### config.mk
export PLATFORM = sky130hd
export DESIGN_NAME = irq_capture_bank
export DESIGN_NICKNAME = d
export VERILOG_FILES = /design/src/rtl/irq_bank_pkg.sv /design/src/rtl/irq_sync.sv /design/src/rtl/irq_bank_ctrl.sv /design/src/rtl/irq_bank_datapath.sv /design/src/rtl/irq_capture_bank.sv
export SDC_FILE = /design/constraint.sdc
export NUM_CORES = 1
export LEC_CHECK = 0
export ABC_AREA = 1
export BUFFER_PORTS_ARGS = -buffer_cell sky130_fd_sc_hd__buf_2
export CAP_MARGIN = 40
export CORE_ASPECT_RATIO = 0.9
export CORE_MARGIN = 2
export CORE_UTILIZATION = 53
export CTS_BUF_LIST = sky130_fd_sc_hd__clkbuf_8
export DETAILED_ROUTE_END_ITERATION = 7
export PLACE_DENSITY = 0.83
export SLEW_MARGIN = 40
export SYNTH_ARGS = -nofsm -noshare
export SYNTH_HDL_FRONTEND = slang
export SYNTH_SLANG_ARGS = --single-unit
### constraint.sdc
create_clock -name clk -period 1.7 [get_ports clk]
set_input_delay 0.255 -clock clk [delete_from_list [all_inputs] [get_ports clk]]
set_output_delay 0.255 -clock clk [all_outputs]
set_load 0.03 [all_outputs]
### src/rtl/irq_bank_pkg.sv
package irq_bank_pkg;
  // Per-cycle strobes from control to datapath
  typedef struct packed {
    logic senseWr;
    logic maskWr;
    logic pendWr;
    logic swTrig;
    logic ack;
  } bankStrobe_t;
endpackage

### src/rtl/irq_sync.sv
module irq_sync #(
  parameter int WIDTH  = 32,
  parameter int STAGES = 2
) (
  input  logic             clk,
  input  logic             rstN,
  input  logic [WIDTH-1:0] asyncIn,
  output logic [WIDTH-1:0] syncOut
);
  logic [WIDTH-1:0] stageQ [STAGES];

  always_ff @(posedge clk or negedge rstN) begin
    if (!rstN) begin
      for (int s = 0; s < STAGES; s++) stageQ[s] <= '0;
    end else begin
      stageQ[0] <= asyncIn;
      for (int s = 1; s < STAGES; s++) stageQ[s] <= stageQ[s-1];
    end
  end

  assign syncOut = stageQ[STAGES-1];
endmodule

### src/rtl/irq_bank_ctrl.sv
module irq_bank_ctrl import irq_bank_pkg::*; #(
  parameter int NUM_LINES = 32,
  parameter int LINE_W    = $clog2(NUM_LINES)
) (
  input  logic                 clk,
  input  logic                 rstN,
  input  logic                 senseWrEn,
  input  logic                 maskWrEn,
  input  logic                 pendWrEn,
  input  logic                 swTrigEn,
  input  logic [NUM_LINES-1:0] swTrigData,
  input  logic                 ackValid,
  input  logic [LINE_W-1:0]    ackLine,
  input  logic [NUM_LINES-1:0] newBits,
  output bankStrobe_t          strb,
  output logic [NUM_LINES-1:0] swOneHot,
  output logic [NUM_LINES-1:0] ackOneHot,
  output logic                 reevalOut
);
  logic reevalQ;

  // Isolate the lowest set bit of the trigger word
  assign swOneHot = swTrigData & (-swTrigData);

  for (genvar i = 0; i < NUM_LINES; i++) begin : g_ackDecode
    assign ackOneHot[i] = ackValid && (ackLine == LINE_W'(i));
  end

  always_comb begin
    strb         = '0;
    strb.senseWr = senseWrEn;
    strb.maskWr  = maskWrEn;
    strb.pendWr  = pendWrEn;
    strb.swTrig  = swTrigEn && (|swTrigData);
    strb.ack     = ackValid;
  end

  always_ff @(posedge clk or negedge rstN) begin
    if (!rstN) reevalQ <= 1'b0;
    else       reevalQ <= |newBits;
  end

  assign reevalOut = reevalQ;

  // a trigger selects exactly one line
  p_sw_single_r7: assert property (@(posedge clk) disable iff (!rstN)
    strb.swTrig |-> ($countones(swOneHot) == 1));

  // acknowledge addresses at most one line
  p_ack_single_r6: assert property (@(posedge clk) disable iff (!rstN)
    $onehot0(ackOneHot));
endmodule

### src/rtl/irq_bank_datapath.sv
module irq_bank_datapath import irq_bank_pkg::*; #(
  parameter int NUM_LINES = 32
) (
  input  logic                 clk,
  input  logic                 rstN,
  input  bankStrobe_t          strb,
  input  logic [NUM_LINES-1:0] syncIn,
  input  logic [NUM_LINES-1:0] swOneHot,
  input  logic [NUM_LINES-1:0] ackOneHot,
  input  logic [NUM_LINES-1:0] senseWrData,
  input  logic [NUM_LINES-1:0] maskWrData,
  input  logic [NUM_LINES-1:0] pendWrData,
  output logic [NUM_LINES-1:0] pendingOut,
  output logic [NUM_LINES-1:0] senseOut,
  output logic [NUM_LINES-1:0] maskOut,
  output logic [NUM_LINES-1:0] newBits
);
  logic [NUM_LINES-1:0] prevQ, pendQ, senseQ, maskQ;
  logic [NUM_LINES-1:0] riseVec, fallVec, hwSet, swSet, setVec;
  logic [NUM_LINES-1:0] levelClr, ackClr, wrClr, clrVec, pendNext;

  assign riseVec = syncIn & ~prevQ;
  assign fallVec = ~syncIn & prevQ;

  // Sources that raise a flag
  assign hwSet  = (~senseQ & riseVec) | (senseQ & syncIn);
  assign swSet  = {NUM_LINES{strb.swTrig}} & swOneHot & (senseQ | ~syncIn);
  assign setVec = hwSet | swSet;

  // Sources that drop a flag; level lines with an active input are shielded
  assign levelClr = senseQ & fallVec;
  assign ackClr   = {NUM_LINES{strb.ack}} & ackOneHot & ~senseQ;
  assign wrClr    = {NUM_LINES{strb.pendWr}} & ~pendWrData & ~(senseQ & syncIn);
  assign clrVec   = levelClr | ackClr | wrClr;

  // Set dominates clear
  assign pendNext = (pendQ & ~clrVec) | setVec;
  assign newBits  = pendNext & ~pendQ;

  always_ff @(posedge clk or negedge rstN) begin
    if (!rstN) begin
      prevQ  <= '0;
      pendQ  <= '0;
      senseQ <= '0;
      maskQ  <= '1;
    end else begin
      prevQ <= syncIn;
      pendQ <= pendNext;
      if (strb.senseWr) senseQ <= senseWrData;
      if (strb.maskWr)  maskQ  <= maskWrData;
    end
  end

  assign pendingOut = pendQ;
  assign senseOut   = senseQ;
  assign maskOut    = maskQ;

  // a falling level input leaves its line clear
  p_level_fall_r4: assert property (@(posedge clk) disable iff (!rstN)
    ((|(senseQ & fallVec)) && !strb.swTrig) |=>
      ((pendQ & $past(senseQ & fallVec)) == '0));

  // a level line with active input survives a pending write
  p_write_guard_r5: assert property (@(posedge clk) disable iff (!rstN)
    strb.pendWr |=> ((($past(pendQ & senseQ & syncIn)) & ~pendQ) == '0));

  // an edge line stays pending when its input falls, absent ack or write
  p_edge_hold_r3: assert property (@(posedge clk) disable iff (!rstN)
    ((|(pendQ & ~senseQ & fallVec)) && !strb.ack && !strb.pendWr) |=>
      ((pendQ & $past(pendQ & ~senseQ & fallVec)) == $past(pendQ & ~senseQ & fallVec)));

  // a mask write leaves the pending vector alone
  p_mask_isolated_r10: assert property (@(posedge clk) disable iff (!rstN)
    (strb.maskWr && !strb.pendWr && !strb.ack && !strb.swTrig && (syncIn == prevQ) && (senseQ == '0))
      |=> (pendQ == $past(pendQ)));
endmodule

### src/rtl/irq_capture_bank.sv
module irq_capture_bank import irq_bank_pkg::*; #(
  parameter int NUM_LINES   = 32,
  parameter int SYNC_STAGES = 2,
  parameter int LINE_W      = $clog2(NUM_LINES)
) (
  input  logic                 clk,
  input  logic                 rstN,
  input  logic [NUM_LINES-1:0] irqIn,
  input  logic                 senseWrEn,
  input  logic [NUM_LINES-1:0] senseWrData,
  input  logic                 maskWrEn,
  input  logic [NUM_LINES-1:0] maskWrData,
  input  logic                 pendWrEn,
  input  logic [NUM_LINES-1:0] pendWrData,
  input  logic                 swTrigEn,
  input  logic [NUM_LINES-1:0] swTrigData,
  input  logic                 ackValid,
  input  logic [LINE_W-1:0]    ackLine,
  output logic [NUM_LINES-1:0] pendingOut,
  output logic [NUM_LINES-1:0] maskOut,
  output logic [NUM_LINES-1:0] senseOut,
  output logic                 reevalOut
);
  bankStrobe_t          strb;
  logic [NUM_LINES-1:0] syncIn, swOneHot, ackOneHot, newBits;

  irq_sync #(.WIDTH(NUM_LINES), .STAGES(SYNC_STAGES)) i_sync (
    .clk(clk), .rstN(rstN), .asyncIn(irqIn), .syncOut(syncIn));

  irq_bank_ctrl #(.NUM_LINES(NUM_LINES), .LINE_W(LINE_W)) i_ctrl (
    .clk(clk), .rstN(rstN),
    .senseWrEn(senseWrEn), .maskWrEn(maskWrEn), .pendWrEn(pendWrEn),
    .swTrigEn(swTrigEn), .swTrigData(swTrigData),
    .ackValid(ackValid), .ackLine(ackLine), .newBits(newBits),
    .strb(strb), .swOneHot(swOneHot), .ackOneHot(ackOneHot),
    .reevalOut(reevalOut));

  irq_bank_datapath #(.NUM_LINES(NUM_LINES)) i_datapath (
    .clk(clk), .rstN(rstN), .strb(strb), .syncIn(syncIn),
    .swOneHot(swOneHot), .ackOneHot(ackOneHot),
    .senseWrData(senseWrData), .maskWrData(maskWrData), .pendWrData(pendWrData),
    .pendingOut(pendingOut), .senseOut(senseOut), .maskOut(maskOut),
    .newBits(newBits));

  // the strobe marks exactly the cycles where a flag has just appeared
  p_reeval_on_new_r8: assert property (@(posedge clk) disable iff (!rstN)
    reevalOut == (|(pendingOut & ~$past(pendingOut))));
endmodule

[Word level (Yosys, flattened, before mapping)]
Cells that the tools add are included.
Storage, ports and cells
  input bits: 172
  word-level logic and storage cells: 102
  register bits: 193
  output and inout bits: 97
Operators by class
  add/subtract/negate cells: 1
  eq/ne operators: 31
  bitwise logic cells: 27
  reductions and logical operators: 36
Operators by type and width (number)
  bitwise AND 32 bit: 14
  inverter 32 bit: 7
  bitwise OR 32 bit: 6
  equality test 5 bit, second input constant: 16
  OR reduction 32 bit: 2
  equality test 5 x 4 -> 1 bit, second input constant: 8
  logical AND 1 bit: 33
  negator 32 bit: 1
  equality test 5 x 3 -> 1 bit, second input constant: 4
  equality test 5 x 2 -> 1 bit, second input constant: 2
  equality test 5 x 1 -> 1 bit, second input constant: 1
  logical NOT 5 bit: 1

[Depth between registers and ports, before layout]
Gate-level depths: netlist of run 1.
  word-level depth: 11
  gate-level depth with buffers: 15
  mapped depth without buffers: 14

[Modules after synthesis]
From an unflattened synthesis of run 1, not the netlist that was laid out.
Second synthesis, totals
  cell total of the unflattened synthesis: 1159
  area total of the unflattened synthesis: 9397.8 um^2
Modules (own cells, without submodules)
  irq_bank_datapath: cells an instance 820, area each 6516.2 um^2, instances 1, seq. area each 3243.1 um^2
  irq_sync: cells an instance 96, area each 1841.8 um^2, instances 1, seq. area each 1601.5 um^2
  irq_bank_ctrl: cells an instance 243, area each 1039.7 um^2, instances 1, seq. area each 25.0 um^2

[Least setup slack after synthesis of run 1]
Ideal clock, no wire load.
  kind: input port to flip-flop
  start point: input port swTrigData[8]
  end point: register i_ctrl.reevalQ (netlist: i_ctrl.reevalOut)
  arrival: 1.424 ns
  path slack: 0.158 ns
  setup time: 0.119 ns
  required time: 1.581 ns
  stages: 15
  buffers on the path: 1
  cell sequence: nor2_2 > nand2_1 > nor2_2 > nand2_4 > nor2_4 > nor2_4 > buf_12 > nand2_2 > nand2_1 > nand2_1 > nand2_1 > nor2_1 > nand2_1 > nor2_1 > nand2_1
On the way
  longest elaborated chain between the ends: 8
  elaborated cells between the ends (all ways): 10
  those cells by class: add/sub (1); bitwise (6); reduce/logical (3)
RTL lines
  start: declaration: line irq_capture_bank.sv:16  | input logic [NUM_LINES-1:0] swTrigData,
  negator 32 bit / OR reduction 32 bit (equally long branches): line irq_bank_ctrl.sv:23, irq_bank_ctrl.sv:34
  bitwise AND 32 bit / logical AND 1 bit (equally long branches): line irq_bank_ctrl.sv:23, irq_bank_ctrl.sv:34
  bitwise AND 32 bit * (2 in a row): line irq_bank_datapath.sv:27  | assign swSet = {NUM_LINES{strb.swTrig}} & swOneHot & (senseQ | ~syncIn);
  bitwise OR 32 bit *: line irq_bank_datapath.sv:28  | assign setVec = hwSet | swSet;
  bitwise OR 32 bit *: line irq_bank_datapath.sv:37  | assign pendNext = (pendQ & ~clrVec) | setVec;
  bitwise AND 32 bit *: line irq_bank_datapath.sv:38  | assign newBits = pendNext & ~pendQ;
  OR reduction 32 bit *: line irq_bank_ctrl.sv:40  | else reevalQ <= |newBits;
  end signal: assignment: line irq_bank_ctrl.sv:40
  end: declaration: line irq_bank_ctrl.sv:20  | logic reevalQ;
Every way passes the cells marked *; elsewhere a longest branch is shown, timed or not.
A chain may end at the register's enable or synchronous reset.

[Final worst setup path of run 1]
  start point: register i_sync.stageQ (netlist bit i_sync.syncOut[24])
  end point: register i_ctrl.reevalQ (netlist: i_ctrl.reevalOut)
On the way
  longest elaborated chain between the ends: 10
  elaborated cells between the ends (all ways): 19
  those cells by class: bitwise (18); reduce/logical (1)
RTL lines
  start: declaration: line irq_sync.sv:10  | logic [WIDTH-1:0] stageQ [STAGES];
  inverter 32 bit: line irq_bank_datapath.sv:23, irq_bank_datapath.sv:27
  bitwise AND 32 bit: line irq_bank_datapath.sv:23  | assign fallVec = ~syncIn & prevQ;
  bitwise AND 32 bit: line irq_bank_datapath.sv:31  | assign levelClr = senseQ & fallVec;
  bitwise OR 32 bit (2 in a row): line irq_bank_datapath.sv:34  | assign clrVec = levelClr | ackClr | wrClr;
  inverter 32 bit: line irq_bank_datapath.sv:37
  bitwise AND 32 bit: line irq_bank_datapath.sv:37
  bitwise OR 32 bit *: line irq_bank_datapath.sv:37
  bitwise AND 32 bit *: line irq_bank_datapath.sv:38
  OR reduction 32 bit *: line irq_bank_ctrl.sv:40
Marks and branches as above.

==> results.yml, run 1 <==
logic_synthesis:
  synth_edf_count: 0
  synth_async_sr_flop_share_pct: 100
  yosysSeqAreaShare_pct: 57.2
  synth.area.top_cells: "dfrtp_1, dfstp_2, nand2_1"
  synth.distinct_cells: 39
  ys.flop_type: "dfrtp_1"
  ys_ff_latch: 193
  synth_top_area_share_pct: 47.3
  synth_top_cell_by_area: "dfrtp_1"
  synth_nets: 1110
  yosysWarnings: 0
  avgSynthCellArea_sq_um: 9.08
  synthCells: 938
  synth_area_sq_mm: 0.00852
placed_design:
  place_ws_ns: -0.278
  io_buffers: 268
  gp_congestion: 0.955
  dp.cells: 1495
  hpwl_mm: 21.1
final_layout:
  multi_input_area_sq_mm: 0.00308
  seq_area_sq_mm: 0.00487
  fillers: 1034
  fin_cells: 1617
  area_growth_pct: 43.5
  finalNetCount: 1572
  layout-drive-gt1-share_pct: 36.7
  layout_common_cells: "buf_2, nand2_1, dfrtp_1, inv_1, nor2_1"
  final_common_cell: "buf_2"
clock_tree:
  cts_buffer_depth: 2
  cts-root-buf: "clkbuf_8"
  cts_buffers: 17
  clkSlewWorstSetupHoldPaths_ns: 0.11
  cts.sinks: 193
  cts_tree: "built"
  htreeDepth: 4
  clock_latency_ns: 0.48
sta:
  skew_ns: 0.0154
  finalSetupTns_ns: 0
  worstMarginPinSlew_ns: 0.551
  period_needed_ns: 1.52
  setup_viol: 0
  rsz0062_at_grt: "false"
  period_share_pct: 89.5
  finalHoldViolCount: 0
  max_freq_mhz: 657
  setup_ws_ns: 0.179
  max_slew_margin_pct: 63.2
  slew_violations: 0
drt:
  wl_per_cell_um: 18.0
  drc_errors: 0
  wirelength_mm: 29.0
  drt_iter0_drc: 595
  via_per_inst: 5.21
  first_pass_iters: 6
  ant_nets: 0
  vias: 8430
setup_path:
  critPathArrivalTime_ns: 1.95
  worstSetupEndpointType: "register"
  crit_type: "reg -> reg"
  required_ns: 2.13
  crit_path_start_kind: "register"
  reg2reg_depth: 10
  cp_max_fo: 3
power_and_ir_drop:
  power_density_mw_per_mm2: 891
  total_power_mw: 10.9
  ir_worst_vdd_mv: 0.840
  power_leakage_nw: 6.22
outcome:
  status: "completed"
floorplanning:
  io_pins: 269
  die_area_sq_mm: 0.0171
  dieHeight_um: 124
  initial_core_util_pct: 54.8
  core-area_sq_mm: 0.0155
  die_w_um: 138
  rows: 43
min_path:
  holdCritPathClass: "in -> reg"
  worstHoldPathCells: 3
global_routing:
  grt.total_usage_pct: 34.6
  grt_max_degree: 65
  antenna_found_initial: 3
  grt_first_pass_wirelength_mm: 44.3
  grt_pass1_vias: 8559
  overflow: 0
run:
  max-cap-violations: 0
-- area by class of cell --
| type | instances | area share, % |
|---|---|---|
| sequential | 193 | 39.9 |
| timing repair buffer | 463 | 25.4 |
| tap | 202 | 2.07 |
| clock buffer | 17 | 1.91 |
| inverter | 125 | 3.84 |
| antenna | 2 | 0.0410 |
| clock inverter | 15 | 1.63 |
| multi-input combinational | 600 | 25.2 |
-- critical path, stage by stage, from the launching register on --
cell	delay [ns]
dfrtp_1	0.44
or2_2	0.32
nor2_1	0.10
nand4_1	0.16
nand2_1	0.10
nand2_1	0.05
nand2_1	0.06
nor2_1	0.04
nand2_1	0.09
nor2_1	0.05
nand2_1	0.05
-- cells in the mapped netlist (2+ instances only) --
cell type and n:
o21ai_0 56, nor3_1 13, a22oi_1 7, nand3b_1 9, a31oi_1 8, nor2_1 114, a211oi_1 10, inv_1 124
dfstp_2 32, nor2_4 5, buf_1 3, a31o_2 3, nand2_1 207, nand4_1 9, o31ai_1 2, o311ai_0 2
dfrtp_1 161, mux2_2 32, nand2_4 2, a21boi_0 2, o2111ai_1 4, nor2_2 6, nand2_2 19, nand3_1 48
nor3b_1 2, buf_2 2, nor4_1 2, nand3_2 9, clkbuf_1 13, a21oi_1 23
-- through the flow --
stage	hold WS, ns	instance area [sq um]	utilization [%]
floorplan	-0.0406	8520	-
global placement	0.259	10900	70.1
detailed placement	0.258	10900	70.1
CTS	0.00130	12200	78.5
global route	0.0253	12200	78.6
finish	0.0191	12200	78.6
-- cell families (layout without fill, tap and decap cells) --
family	count (synthesis)	count (layout)	synth area share, %
compound gates	119	119	8.18
mux	32	32	4.23
buf+inv	145	620	6.70
flops	193	193	57.2
simple gates	449	449	23.7
other cells	0	2	0
-- per-layer routing --
| layer | GRT usage, % | up-vias | share of wire, % |
|---|---|---|---|
| li1 | - | 3952 | - |
| met1 | 43.5 | 3989 | 39 |
| met2 | 57.8 | 431 | 49 |
| met3 | 7.94 | 56 | 8.7 |
| met4 | 13.5 | 2 | 3.1 |
| met5 | 0 | - | 0.038 |
-- sequential cells by signal (all words and copies together), names as in the netlist --
register               count
i_datapath.senseOut       32
i_sync.stageQ             32
i_datapath.pendingOut     32
i_sync.syncOut            32
i_ctrl.reevalOut           1
i_datapath.maskOut        32
i_datapath.prevQ          32
-- path summary, 6_finish.rpt --
kind                                                       endpoint                    startpoint  slack (ns)
min in group asynchronous       i_datapath.senseOut[18]$_DFFE_PN0P_                          rstN        0.32
max in group asynchronous         i_datapath.maskOut[2]$_DFFE_PN1P_                          rstN        0.73
worst min register to register          i_sync.syncOut[4]$_DFF_PN0_   i_sync.stageQ[36]$_DFF_PN0_        0.36
worst max-delay path                     i_ctrl.reevalOut$_DFF_PN0_  i_sync.syncOut[24]$_DFF_PN0_        0.18
worst max register to register           i_ctrl.reevalOut$_DFF_PN0_  i_sync.syncOut[24]$_DFF_PN0_        0.18
worst min-delay path            i_datapath.senseOut[18]$_DFFE_PN0P_               senseWrData[18]        0.02
-- power by group --
group	internal, mW	switching, mW
registers	5.01	0.283
logic	0.925	1.46
clock network	1.39	1.81
total	7.32	3.56
-- repair_timing --
action                     CTS  global route
hold endpoints to repair   130             0
resized for setup            0             1
setup endpoints to repair    0             1
hold buffers                88             0
setup buffers                0             0
Power figures use the tool's default switching activity.
==> inputs of run 2 (changes only) <==
HOLD_SLACK_MARGIN = 0.08   (was default)
clock period = 1.58 ns   (was 1.7 ns; I/O delays follow)
==> results.yml, run 2 (synthesis gave the netlist of run 1 again) <==
placed_design:
  io_buffers: 268
  hpwl_mm: 21.1
  place_ws_ns: -0.410
  dpl-instance-area_sq_mm: 0.0111
  gp_congestion: 0.963
sta:
  max_freq_mhz: 645
  finalHoldViolCount: 0
  rsz0062_at_grt: "true"
  max_slew_margin_pct: 62.7
  setup_viol: 0
  period_share_pct: 98.2
  worstMarginPinSlew_ns: 0.558
  setup_ws_ns: 0.0289
  slew_violations: 0
  period_needed_ns: 1.55
  skew_ns: 0.0108
clock_tree:
  cts.sinks: 193
  cts_setup_buffers: 0
  clock_latency_ns: 0.48
  clkSlewWorstSetupHoldPaths_ns: 0.10
  htreeDepth: 4
  cts_buffers: 17
  cts_buffer_depth: 2
  cts_tree: "built"
  cts-root-buf: "clkbuf_8"
final_layout:
  layout_common_cells: "buf_2, nand2_1, dfrtp_1, inv_1, buf_4"
  finish.utilization_pct: 80.5
  layout-drive-gt1-share_pct: 37.3
  final_common_cell: "buf_2"
  area_growth_pct: 46.9
  design_area_sq_mm: 0.0125
  finalNetCount: 1603
drt:
  vias: 8673
  highest_layer: "met4"
  drt_iter0_drc: 633
  drc_errors: 0
  first_pass_iters: 6
  ant_nets: 0
  wl_met2_mm: 14.5
  via_per_inst: 5.26
  wl_per_cell_um: 18.3
  wirelength_mm: 30.1
  wirelength_met1_mm: 11.6
  route.met3.wl_mm: 2.78
power_and_ir_drop:
  pwr-share-comb_pct: 22.9
  power_leakage_nw: 6.36
  total_power_mw: 11.7
  ir_worst_vdd_mv: 0.806
  p_sw_share_pct: 32.2
  power_density_mw_per_mm2: 936
  p_clk_share_pct: 28.5
  seqPwrFrac_pct: 48.6
  p_int_mw: 7.94
  switching_power_mw: 3.78
setup_path:
  required_ns: 1.95
  worstSetupEndpointType: "register"
  worst_path_max_delay_cell: "dfrtp_1"
  critPathArrivalTime_ns: 1.92
  slowest_delay_ns: 0.42
  crit_family: "simple AND/OR/NAND/NOR gates"
  crit_type: "reg -> reg"
  path_cells: "inv_2, o21ai_1, nand4_1, nand2_1, inv_1, nand2_2, nand2_1, nand2_1, nor2_1, nand2_1, nor2_1, nand2_1"
  cpMostUsedCell: "nand2_1"
  cp_max_fo: 3
  cp_num_buf_inv: 2
  crit_path_start_kind: "register"
global_routing:
  grt.total_usage_pct: 36.1
  grt_pass1_vias: 9117
  antenna_found_initial: 2
  grt_max_degree: 65
  grt_first_pass_wirelength_mm: 46.5
  overflow: 0
floorplanning:
  die_w_um: 138
  die_area_sq_mm: 0.0171
  core-area_sq_mm: 0.0155
  rows: 43
  io_pins: 269
  dieHeight_um: 124
  initial_core_util_pct: 54.8
run:
  max-cap-violations: 0
min_path:
  holdCritPathClass: "in -> reg"
outcome:
  status: "completed"
## run 2: changes by cell type in the layout (fill, tap and decap cells not counted), sizes merged
cell / change
buf: +18
clkbuf: +1
clkinv: -2
clkinvlp: -2
dlygate4sd3: +13
inv: +3
## run 2: metal layers
layer  up-vias  track usage [%]
met5         -                0
met4         0             15.6
met3        94             9.85
met2       480             60.4
met1      4079             43.6
li1       4020                -
## run 2: tightest hold or removal path: cells and delay by family
kind	cells	cell delay, ns
simple gates	2	0.21
buf+inv	1	0.08
compound gates	1	0.03
## run 2: layout make-up
| class | instances | area, sq um |
|---|---|---|
| multi-input combinational | 600 | 3100 |
| fill | 970 | 3040 |
| timing repair buffer | 494 | 3410 |
| inverter | 125 | 469 |
| sequential | 193 | 4870 |
| antenna | 2 | 5.00 |
| clock inverter | 14 | 159 |
| tap | 202 | 253 |
| clock buffer | 18 | 248 |
## run 2: stage by stage
step | hold WS (ns) | setup TNS, ns | cells
global placement | 0.224 | -0.767 | 1513
global route | 0.115 | -0.0739 | 1648
floorplan | -0.0586 | 0 | 938
detailed placement | 0.223 | -0.932 | 1513
finish | 0.119 | 0 | 1648
CTS | 0.105 | 0 | 1646
## run 2: power by group through the flow
stage | logic [mW] | clock network, mW | registers, mW
finish | 2.68 | 3.34 | 5.69
global route | 2.88 | 3.57 | 5.73
global placement | 2.38 | 0 | 5.74
detailed placement | 2.41 | 0 | 5.76
floorplan | 0.748 | 0 | 6.25
CTS | 2.63 | 3.37 | 5.67
## run 2: path summary, 6_finish.rpt
kind	depth (start not counted)	slack (ns)	endpoint	start
hold / removal	4	0.12	i_datapath.pendingOut[3]$_DFF_PN0_	pendWrData[3]
max in group asynchronous	3	0.68	i_datapath.maskOut[16]$_DFFE_PN1P_	rstN
setup / recovery	12	0.03	i_ctrl.reevalOut$_DFF_PN0_	i_sync.syncOut[26]$_DFF_PN0_
setup reg to reg	12	0.03	i_ctrl.reevalOut$_DFF_PN0_	i_sync.syncOut[26]$_DFF_PN0_
min in group asynchronous	2	0.28	i_sync.syncOut[19]$_DFF_PN0_	rstN
hold reg to reg	0	0.35	i_sync.syncOut[30]$_DFF_PN0_	i_sync.stageQ[62]$_DFF_PN0_
## run 2: repair_timing
item | 4_1_cts | 5_1_grt
setup endpoints to repair | 0 | 1
hold buffers | 101 | 0
endpoints found under the hold margin | 251 | 0
resized for setup | 0 | 9
==> inputs of run 3 (changes only) <==
CORE_UTILIZATION = 57   (was 53)
PLACE_DENSITY = 0.9   (was 0.83)
clock period = 1.8 ns   (was 1.58 ns; I/O delays follow)
==> results.yml, run 3 (synthesis gave the netlist of run 1 again) <==
setup_path:
  cp_max_fo: 2
  critPathArrivalTime_ns: 2.15
  crit_type: "reg -> reg"
  r2r_setup_slack_ns: 0.07
  worstSetupEndpointType: "register"
  crit_path_start_kind: "register"
  reg2reg_depth: 10
  required_ns: 2.21
  timing.rr.end: "i_ctrl.reevalOut$_DFF_PN0_"
  reg2reg_from: "i_sync.syncOut[24]$_DFF_PN0_"
sta:
  worstMarginPinSlew_ns: 0.531
  finalSetupTns_ns: 0
  period_needed_ns: 1.73
  period_share_pct: 96.1
  hold_slack_ns: 0.110
  slew_violations: 0
  setup_viol: 0
  skew_ns: 0.0171
  finalHoldViolCount: 0
  max_slew_margin_pct: 64.5
  setup_ws_ns: 0.0694
  max_freq_mhz: 578
placed_design:
  place_ws_ns: -0.174
  dpl-instance-area_sq_mm: 0.0108
  dp.cells: 1477
  gp_congestion: 0.956
  hpwl_mm: 20.9
  io_buffers: 268
floorplanning:
  die_area_sq_mm: 0.0159
  dieHeight_um: 120
  initial_core_util_pct: 58.1
  core-area_sq_mm: 0.0147
  die_w_um: 133
  io_pins: 269
  rows: 42
drt:
  via_per_inst: 5.37
  wl_per_cell_um: 18.6
  ant_nets: 0
  wirelength_mm: 29.9
  first_pass_iters: 5
  drc_errors: 0
  vias: 8640
  drt_iter0_drc: 711
clock_tree:
  cts_buffers: 17
  htreeDepth: 4
  cts_buffer_depth: 2
  cts-root-buf: "clkbuf_8"
  cts_tree: "built"
  clkSlewWorstSetupHoldPaths_ns: 0.10
  cts.sinks: 193
  clock_latency_ns: 0.48
final_layout:
  finish.utilization_pct: 82.8
  design_area_sq_mm: 0.0121
  area_growth_pct: 42.5
  final_common_cell: "buf_2"
  fin_cells: 1609
  finalNetCount: 1569
  layout-drive-gt1-share_pct: 36.0
  layout_common_cells: "buf_2, nand2_1, dfrtp_1, inv_1, nor2_1"
global_routing:
  grt_pass1_vias: 9140
  overflow: 0
  antenna_found_initial: 0
  grt_first_pass_wirelength_mm: 47.2
  grt_max_degree: 65
  grt.total_usage_pct: 38.9
power_and_ir_drop:
  power_density_mw_per_mm2: 810
  power_leakage_nw: 6.18
  ir_worst_vdd_mv: 0.882
  total_power_mw: 9.84
min_path:
  hp-start: "pendWrData[24]"
  worstHoldPathCells: 3
  holdPathEnd: "i_datapath.pendingOut[24]$_DFF_PN0_"
  holdCritPathClass: "in -> reg"
outcome:
  status: "completed"
run:
  max-cap-violations: 0
[run 3: power breakdown]
| part | switching, mW | total [mW] | internal [mW] | leakage (nW) |
|---|---|---|---|---|
| Combinational | 1.40 | 2.27 | 0.871 | 3.79 |
| Sequential | 0.269 | 5.00 | 4.73 | 2.21 |
| Clock | 1.58 | 2.56 | 0.989 | 0.192 |
| Total | 3.25 | 9.84 | 6.59 | 6.18 |
[run 3: timing repair]
| action | CTS | global route |
|---|---|---|
| hold buffers | 98 | 0 |
| endpoints found under the hold margin | 139 | 0 |
| resized for setup | 0 | 5 |
| endpoints found under the setup margin | 0 | 1 |
| setup buffers | 0 | 1 |
[run 3: worst max path at each step]
stage	start	to	slack [ns]	cells past startpoint
finish	i_sync.syncOut[24]$_DFF_PN0_	i_ctrl.reevalOut$_DFF_PN0_	0.07	10
global placement	swTrigData[14]	i_ctrl.reevalOut$_DFF_PN0_	-0.16	16
floorplan	swTrigData[8]	i_ctrl.reevalOut$_DFF_PN0_	0.24	15
global route	i_sync.syncOut[24]$_DFF_PN0_	i_ctrl.reevalOut$_DFF_PN0_	-0.007	10
CTS	i_sync.syncOut[24]$_DFF_PN0_	i_ctrl.reevalOut$_DFF_PN0_	0.08	10
detailed placement	swTrigData[8]	i_ctrl.reevalOut$_DFF_PN0_	-0.17	15
[run 3: layout make-up]
cell class | instances | area (sq um)
inverter | 125 | 469
clock inverter | 14 | 88.8
sequential | 193 | 4870
clock buffer | 18 | 248
timing repair buffer | 460 | 3120
tap | 198 | 248
fill | 911 | 2520
antenna | 1 | 2.50
multi-input combinational | 600 | 3090
[run 3: layer usage]
metal | GRT usage (%) | vias to the layer above | wire length [um]
li1 | - | 3931 | -
met1 | 45.8 | 4053 | 10900
met2 | 66.0 | 525 | 14600
met3 | 10.2 | 131 | 2760
met4 | 20.1 | 0 | 1580
met5 | 0 | - | 0
[run 3: critical path, cell delays in order (launching register included)]
cell and delay, ns:
dfrtp_2 0.43, or2_2 0.31, nor2_2 0.11, nand4_1 0.23
nand2_1 0.18, nand2_2 0.09, nand2_1 0.07, nor2_1 0.04
nand2_1 0.10, nor2_1 0.05, nand2_1 0.05
